--- config.mk ---
export PLATFORM = sky130hd
export DESIGN_NAME = phycfg_regbank
export DESIGN_NICKNAME = d
export VERILOG_FILES = /design/src/rtl/phycfg_pkg.sv /design/src/rtl/phycfg_mask_reg.sv /design/src/rtl/phycfg_addr_dec.sv /design/src/rtl/phycfg_rd_mux.sv /design/src/rtl/phycfg_regbank.sv
export SDC_FILE = /design/constraint.sdc
export NUM_CORES = 1
export LEC_CHECK = 0
export ABC_AREA = 1
export BUFFER_PORTS_ARGS = -buffer_cell sky130_fd_sc_hd__buf_4
export CAP_MARGIN = 20
export CORE_MARGIN = 2
export CORE_UTILIZATION = 52
export DETAILED_ROUTE_END_ITERATION = 12
export GPL_ROUTABILITY_DRIVEN = 0
export GPL_TIMING_DRIVEN = 0
export HOLD_SLACK_MARGIN = 0.08
export PLACE_DENSITY = 0.8
export SYNTH_ARGS = -nofsm -noshare
export SYNTH_HDL_FRONTEND = slang
export SYNTH_HIERARCHICAL = 1
export SYNTH_SLANG_ARGS = --single-unit
--- constraint.sdc ---
create_clock -name clk -period 0.9 [get_ports clk]
set_input_delay 0.045 -clock clk [delete_from_list [all_inputs] [get_ports clk]]
set_output_delay 0.045 -clock clk [all_outputs]
set_load 0.01 [all_outputs]
--- src/rtl/phycfg_pkg.sv ---
package phycfg_pkg;

   // Field placement, fixed because the PHY decodes these bit positions
   localparam int unsigned TIMING_REG = 0;
   localparam int unsigned MISC_REG   = 6;

   localparam int unsigned PWR_BIT    = 0;
   localparam int unsigned DLLEN_BIT  = 1;
   localparam int unsigned DRV_LSB    = 4;
   localparam int unsigned DRV_W      = 3;
   localparam int unsigned OTSEL_LSB  = 7;
   localparam int unsigned OTSEL_W    = 4;
   localparam int unsigned OTEN_BIT   = 11;
   localparam int unsigned FREQ_LSB   = 12;
   localparam int unsigned FREQ_W     = 2;

   typedef enum logic [FREQ_W-1:0] {
      BAND_200M = 2'd0,
      BAND_50M  = 2'd1,
      BAND_100M = 2'd2,
      BAND_150M = 2'd3
   } dll_band_e;

   typedef enum logic [DRV_W-1:0] {
      DRV_OHM50  = 3'd0,
      DRV_OHM33  = 3'd1,
      DRV_OHM66  = 3'd2,
      DRV_OHM100 = 3'd3,
      DRV_OHM40  = 3'd4
   } drv_ohm_e;

endpackage

--- src/rtl/phycfg_mask_reg.sv ---
module phycfg_mask_reg #(
   parameter int unsigned HALF_W = 16
) (
   input  logic                  clk,
   input  logic                  rst_n,
   input  logic                  we,
   input  logic [2*HALF_W-1:0]   wdata,
   output logic [HALF_W-1:0]     q
);

   logic [HALF_W-1:0] msk;
   logic [HALF_W-1:0] val;

   assign msk = wdata[2*HALF_W-1:HALF_W];
   assign val = wdata[HALF_W-1:0];

   always_ff @(posedge clk or negedge rst_n) begin
      if (!rst_n) begin
         q <= '0;
      end else if (we) begin
         q <= (q & ~msk) | (val & msk);
      end
   end

endmodule

--- src/rtl/phycfg_addr_dec.sv ---
module phycfg_addr_dec #(
   parameter int unsigned ADDR_W   = 6,
   parameter int unsigned N_CTRL   = 7,
   parameter int unsigned LSB      = 2,
   parameter int unsigned STAT_OFS = 32
) (
   input  logic [ADDR_W-1:0]  addr,
   output logic [N_CTRL-1:0]  ctrl_sel,
   output logic               stat_sel
);

   localparam int unsigned WORD_W = ADDR_W - LSB;

   logic              aligned;
   logic [WORD_W-1:0] word;

   assign aligned  = (addr[LSB-1:0] == '0);
   assign word     = addr[ADDR_W-1:LSB];
   assign stat_sel = (addr == ADDR_W'(STAT_OFS));

   for (genvar i = 0; i < N_CTRL; i++) begin : g_sel
      assign ctrl_sel[i] = aligned && (word == WORD_W'(i));
   end

endmodule

--- src/rtl/phycfg_rd_mux.sv ---
module phycfg_rd_mux #(
   parameter int unsigned DATA_W   = 32,
   parameter int unsigned N_CTRL   = 7,
   parameter bit          READ_REG = 1'b1
) (
   input  logic                         clk,
   input  logic                         rst_n,
   input  logic                         rd,
   input  logic [N_CTRL-1:0]            ctrl_sel,
   input  logic                         stat_sel,
   input  logic [N_CTRL*DATA_W/2-1:0]   ctrl_flat,
   input  logic [DATA_W/2-1:0]          stat_q,
   output logic [DATA_W-1:0]            rdata
);

   localparam int unsigned HALF_W = DATA_W / 2;

   logic [HALF_W-1:0] low_word;
   logic [DATA_W-1:0] rd_word;

   always_comb begin
      low_word = stat_sel ? stat_q : '0;
      for (int i = 0; i < N_CTRL; i++) begin
         if (ctrl_sel[i]) begin
            low_word = low_word | ctrl_flat[i*HALF_W +: HALF_W];
         end
      end
   end

   assign rd_word = rd ? {{HALF_W{1'b0}}, low_word} : '0;

   if (READ_REG) begin : g_reg
      always_ff @(posedge clk or negedge rst_n) begin
         if (!rst_n) begin
            rdata <= '0;
         end else begin
            rdata <= rd_word;
         end
      end
   end else begin : g_comb
      logic unused_clk;
      assign unused_clk = clk ^ rst_n;
      assign rdata = rd_word;
   end

endmodule

--- src/rtl/phycfg_regbank.sv ---
module phycfg_regbank
   import phycfg_pkg::*;
#(
   parameter int unsigned DATA_W   = 32,
   parameter int unsigned ADDR_W   = 6,
   parameter int unsigned N_CTRL   = 7,
   parameter int unsigned STAT_OFS = 32,
   parameter bit          READ_REG = 1'b1
) (
   input  logic                         clk,
   input  logic                         rst_n,
   input  logic [ADDR_W-1:0]            bus_addr,
   input  logic [DATA_W-1:0]            bus_wdata,
   input  logic                         bus_wr,
   input  logic                         bus_rd,
   output logic [DATA_W-1:0]            bus_rdata,
   input  logic [DATA_W/2-1:0]          stat_in,
   output logic [N_CTRL*DATA_W/2-1:0]   ctrl_flat,
   output logic                         phy_pwr_up,
   output logic                         dll_en,
   output logic [DRV_W-1:0]             drv_code,
   output logic [FREQ_W-1:0]            dll_freq,
   output logic                         otap_en,
   output logic [OTSEL_W-1:0]           otap_sel
);

   localparam int unsigned HALF_W = DATA_W / 2;
   localparam int unsigned BYTES  = DATA_W / 8;
   localparam int unsigned LSB    = $clog2(BYTES);

   // Elaboration-time parameter checks
   if (DATA_W % 16 != 0) begin : g_bad_width
      $error("DATA_W must be a multiple of 16");
   end
   if (N_CTRL * BYTES > STAT_OFS) begin : g_bad_map
      $error("control registers overlap the status offset");
   end
   if (STAT_OFS >= (1 << ADDR_W)) begin : g_bad_addr
      $error("status offset does not fit the address width");
   end
   if (N_CTRL <= MISC_REG || HALF_W <= FREQ_LSB + FREQ_W - 1) begin : g_bad_fields
      $error("register bank too small for the PHY field map");
   end

   logic [N_CTRL-1:0]  ctrl_sel;
   logic               stat_sel;
   logic [HALF_W-1:0]  stat_q;

   phycfg_addr_dec #(
      .ADDR_W   (ADDR_W),
      .N_CTRL   (N_CTRL),
      .LSB      (LSB),
      .STAT_OFS (STAT_OFS)
   ) u_dec (
      .addr     (bus_addr),
      .ctrl_sel (ctrl_sel),
      .stat_sel (stat_sel)
   );

   for (genvar k = 0; k < N_CTRL; k++) begin : g_ctrl
      phycfg_mask_reg #(
         .HALF_W (HALF_W)
      ) u_reg (
         .clk   (clk),
         .rst_n (rst_n),
         .we    (bus_wr & ctrl_sel[k]),
         .wdata (bus_wdata),
         .q     (ctrl_flat[k*HALF_W +: HALF_W])
      );
   end

   // Status word sampled every cycle; writes never reach it
   always_ff @(posedge clk or negedge rst_n) begin
      if (!rst_n) begin
         stat_q <= '0;
      end else begin
         stat_q <= stat_in;
      end
   end

   phycfg_rd_mux #(
      .DATA_W   (DATA_W),
      .N_CTRL   (N_CTRL),
      .READ_REG (READ_REG)
   ) u_rd (
      .clk       (clk),
      .rst_n     (rst_n),
      .rd        (bus_rd),
      .ctrl_sel  (ctrl_sel),
      .stat_sel  (stat_sel),
      .ctrl_flat (ctrl_flat),
      .stat_q    (stat_q),
      .rdata     (bus_rdata)
   );

   // Field extraction for the PHY
   logic [HALF_W-1:0] misc_w;
   logic [HALF_W-1:0] timing_w;

   assign misc_w   = ctrl_flat[MISC_REG*HALF_W +: HALF_W];
   assign timing_w = ctrl_flat[TIMING_REG*HALF_W +: HALF_W];

   assign phy_pwr_up = misc_w[PWR_BIT];
   assign dll_en     = misc_w[DLLEN_BIT];
   assign drv_code   = misc_w[DRV_LSB +: DRV_W];
   assign dll_freq   = timing_w[FREQ_LSB +: FREQ_W];
   assign otap_en    = timing_w[OTEN_BIT];
   assign otap_sel   = timing_w[OTSEL_LSB +: OTSEL_W];

endmodule

==> flow_metrics.tcl <==
set metrics [dict create \
    outcome "complete, but fails checks" \
    violations "negative hold slack, negative setup slack" \
    core-area_um2 13300 \
    p_per_area_nw_per_um2 1547 \
    route.detailed.drc 0 \
    slew_violations 0 \
    final_cell_mix "473 x nand2_1, 220 x buf_6, 143 x buf_4" \
    netlist_instances 937 \
    first_global_vias 8219 \
    finalHoldViolations 76 \
    first_pass_iters 9 \
    cap_violations 0 \
    synth_top_family_by_area "simple AND/OR/NAND/NOR gates" \
    fillers 617 \
    skew_ns 0.01336 \
    post-route-period-util 1.353 \
    die-area_um2 14670 \
    path_clk_slew_ns 0.07 \
    synth.cell_area_um2 7134 \
    hold_buffers 49 \
    fin_cells 1512 \
    use_met3 0.08788 \
    path_max_fanout 3 \
    grtUsageTotal 0.3910 \
    critPathKind "reg -> reg" \
    clockBufferDepth 2 \
    worst_ep_required_time_ns 1.16 \
    ant_nets 0 \
    fin_hold_ws_ns -0.3292 \
    startpoint_type "register" \
    start_util 0.5366 \
    tightest_slew_ns 1.025 \
    place_inst 1326 \
    relSlewSlack 0.3166 \
    synth_area_per_cell_um2 7.614 \
    clock-sinks 144 \
    finalSetupViolations 164 \
    rsz0062_at_grt "true" \
    yosys.area_share.simple 0.3904 \
    synthAdderAreaFrac 0 \
    power_leakage_nw 6.376 \
    ys_types 14 \
    antenna_cells 0 \
    boundaryPins 214 \
    synth_xor_area_frac 0 \
    fmax_mhz 821.1 \
    final_common_cell "nand2_1" \
    met1_usage 0.4541 \
    grt_first_pass_wirelength_um 42870 \
    end_kind "register" \
    synth-seq-cells 144 \
    antenna_found_initial 0 \
    place_hpwl_um 15610 \
    drive_gt1_frac 0.3810 \
    cp.arrival_ns 1.48 \
    die_w_um 121.1 \
    cts_max_level 4 \
    wire_per_inst_um 22.56 \
    setup_ws_ns -0.3178 \
    drt_iter0_drc 1195 \
    insertion_delay_ns 0.43 \
    io_buffers 197 \
    grt_max_degree 78 \
    top_usage_layer "met2" \
    routed_via_density 6.049 \
    final_nets 1381 \
    hold_class "in -> async" \
    synth_mux_area_frac 0 \
    layout_min_cycle_time_ns 1.218 \
    synth_seq_area_share 0.5051 \
    vias 9146 \
    synth-compound-area-share 0.01175 \
    area.growth.synth_to_final_pct 65.96 \
    clock-root-buffer "clkbuf_16" \
    use_met2 0.6534 \
    gr-total-overflow 0 \
    numCtsBuffers 17 \
    cts_tree "done" \
    die_y_um 121.1 \
    peakVddDrop_v 0.001994 \
    finalWirelength_um 34120 \
    ys_warn_count 6 \
    rows 42 \
]
==> cells in the mapped netlist <==
cell / n / share of area
buf_6: 29 / 0.046
clkbuf_1: 1 / 0.00053
nor2_1: 43 / 0.023
a21oi_2: 1 / 0.0012
inv_1: 12 / 0.0063
dfrtp_1: 144 / 0.51
a21oi_1: 15 / 0.011
nand2_2: 9 / 0.0079
conb_1: 1 / 0.00053
buf_12: 1 / 0.0028
nand2_1: 533 / 0.28
nand3_1: 112 / 0.079
buf_4: 35 / 0.037
nor2_2: 1 / 0.00088
==> area by class of cell <==
cell class	instances	area [um^2]	share of cell area
Buffer	66	673.1	0.05685
Clock buffer	28	546.8	0.04618
Clock inverter	4	45.04	0.003804
Inverter	12	45.04	0.003804
Multi-Input combinational cell	730	3233	0.2731
Sequential cell	144	3612	0.3051
Tap cell	176	220.2	0.01860
Timing Repair Buffer	352	3465	0.2926
==> layer usage <==
layer | up-vias | routed length, um
li1 | 3651 | -
met1 | 4249 | 10480
met2 | 917 | 16050
met3 | 329 | 4480
met4 | 0 | 3102
met5 | - | 0
==> timing repair <==
item                                    4_1_cts  5_1_grt
endpoints found under the setup margin      144      169
gates resized for setup                     159      142
setup buffers                                84       22
hold endpoints to repair                    210       76
gates cloned                                  0        0
pin swaps                                    11       65
==> worst paths after layout <==
path / start / endpoint / slack, ns / depth (start not counted)
hold / removal: rst_n / async pin / -0.33 / 1
setup / recovery: register / u_rd/rdata[12] / -0.32 / 6
min in group clk: bus_wr / register / 0.09 / 6
setup reg to reg: register / u_rd/rdata[12] / -0.32 / 6
max in group asynchronous: rst_n / async pin / 0.40 / 2
hold reg to reg: register / register / 0.54 / 2
==> power by group <==
group | internal [mW] | total, mW | switching [mW] | leakage, nW
sequential | 6.93 | 7.43 | 0.494 | 1.92
clock | 4.39 | 7.19 | 2.80 | 0.296
combinational | 2.00 | 3.70 | 1.70 | 4.15
total | 13.3 | 18.3 | 4.99 | 6.38
==> logic make-up (layout without fill, tap and decap cells) <==
group / Yosys count / count (layout)
simple gates: 698 / 698
flops: 144 / 144
buf+inv: 78 / 462
compound gates: 16 / 16
other cells: 1 / 16
==> critical path, stage by stage (launching register included) <==
cell and delay (ns):
dfrtp_2 0.46, buf_4 0.16, buf_6 0.11, nand2_1 0.06, nand2_1 0.05, nor2_1 0.11, a21oi_1 0.09
==> metrics by stage <==
step / utilization / TNS, ns / setup WS, ns / instance area, um^2 / total power, mW
2_1_floorplan: - / -0.4838 / -0.04569 / 7206 / 8.118
3_3_place_gp: 0.6698 / -154.62 / -0.8572 / 8905 / 9.550
3_5_place_dp: 0.6721 / -36.13 / -0.4602 / 8936 / 9.628
4_1_cts: 0.8450 / -17.60 / -0.2426 / 11230 / 17.55
5_1_grt: 0.8906 / -24.56 / -0.3140 / 11840 / 18.80
6_report: 0.8906 / -20.87 / -0.3178 / 11840 / 18.32
No activity file was read; power rests on OpenSTA's default activity.
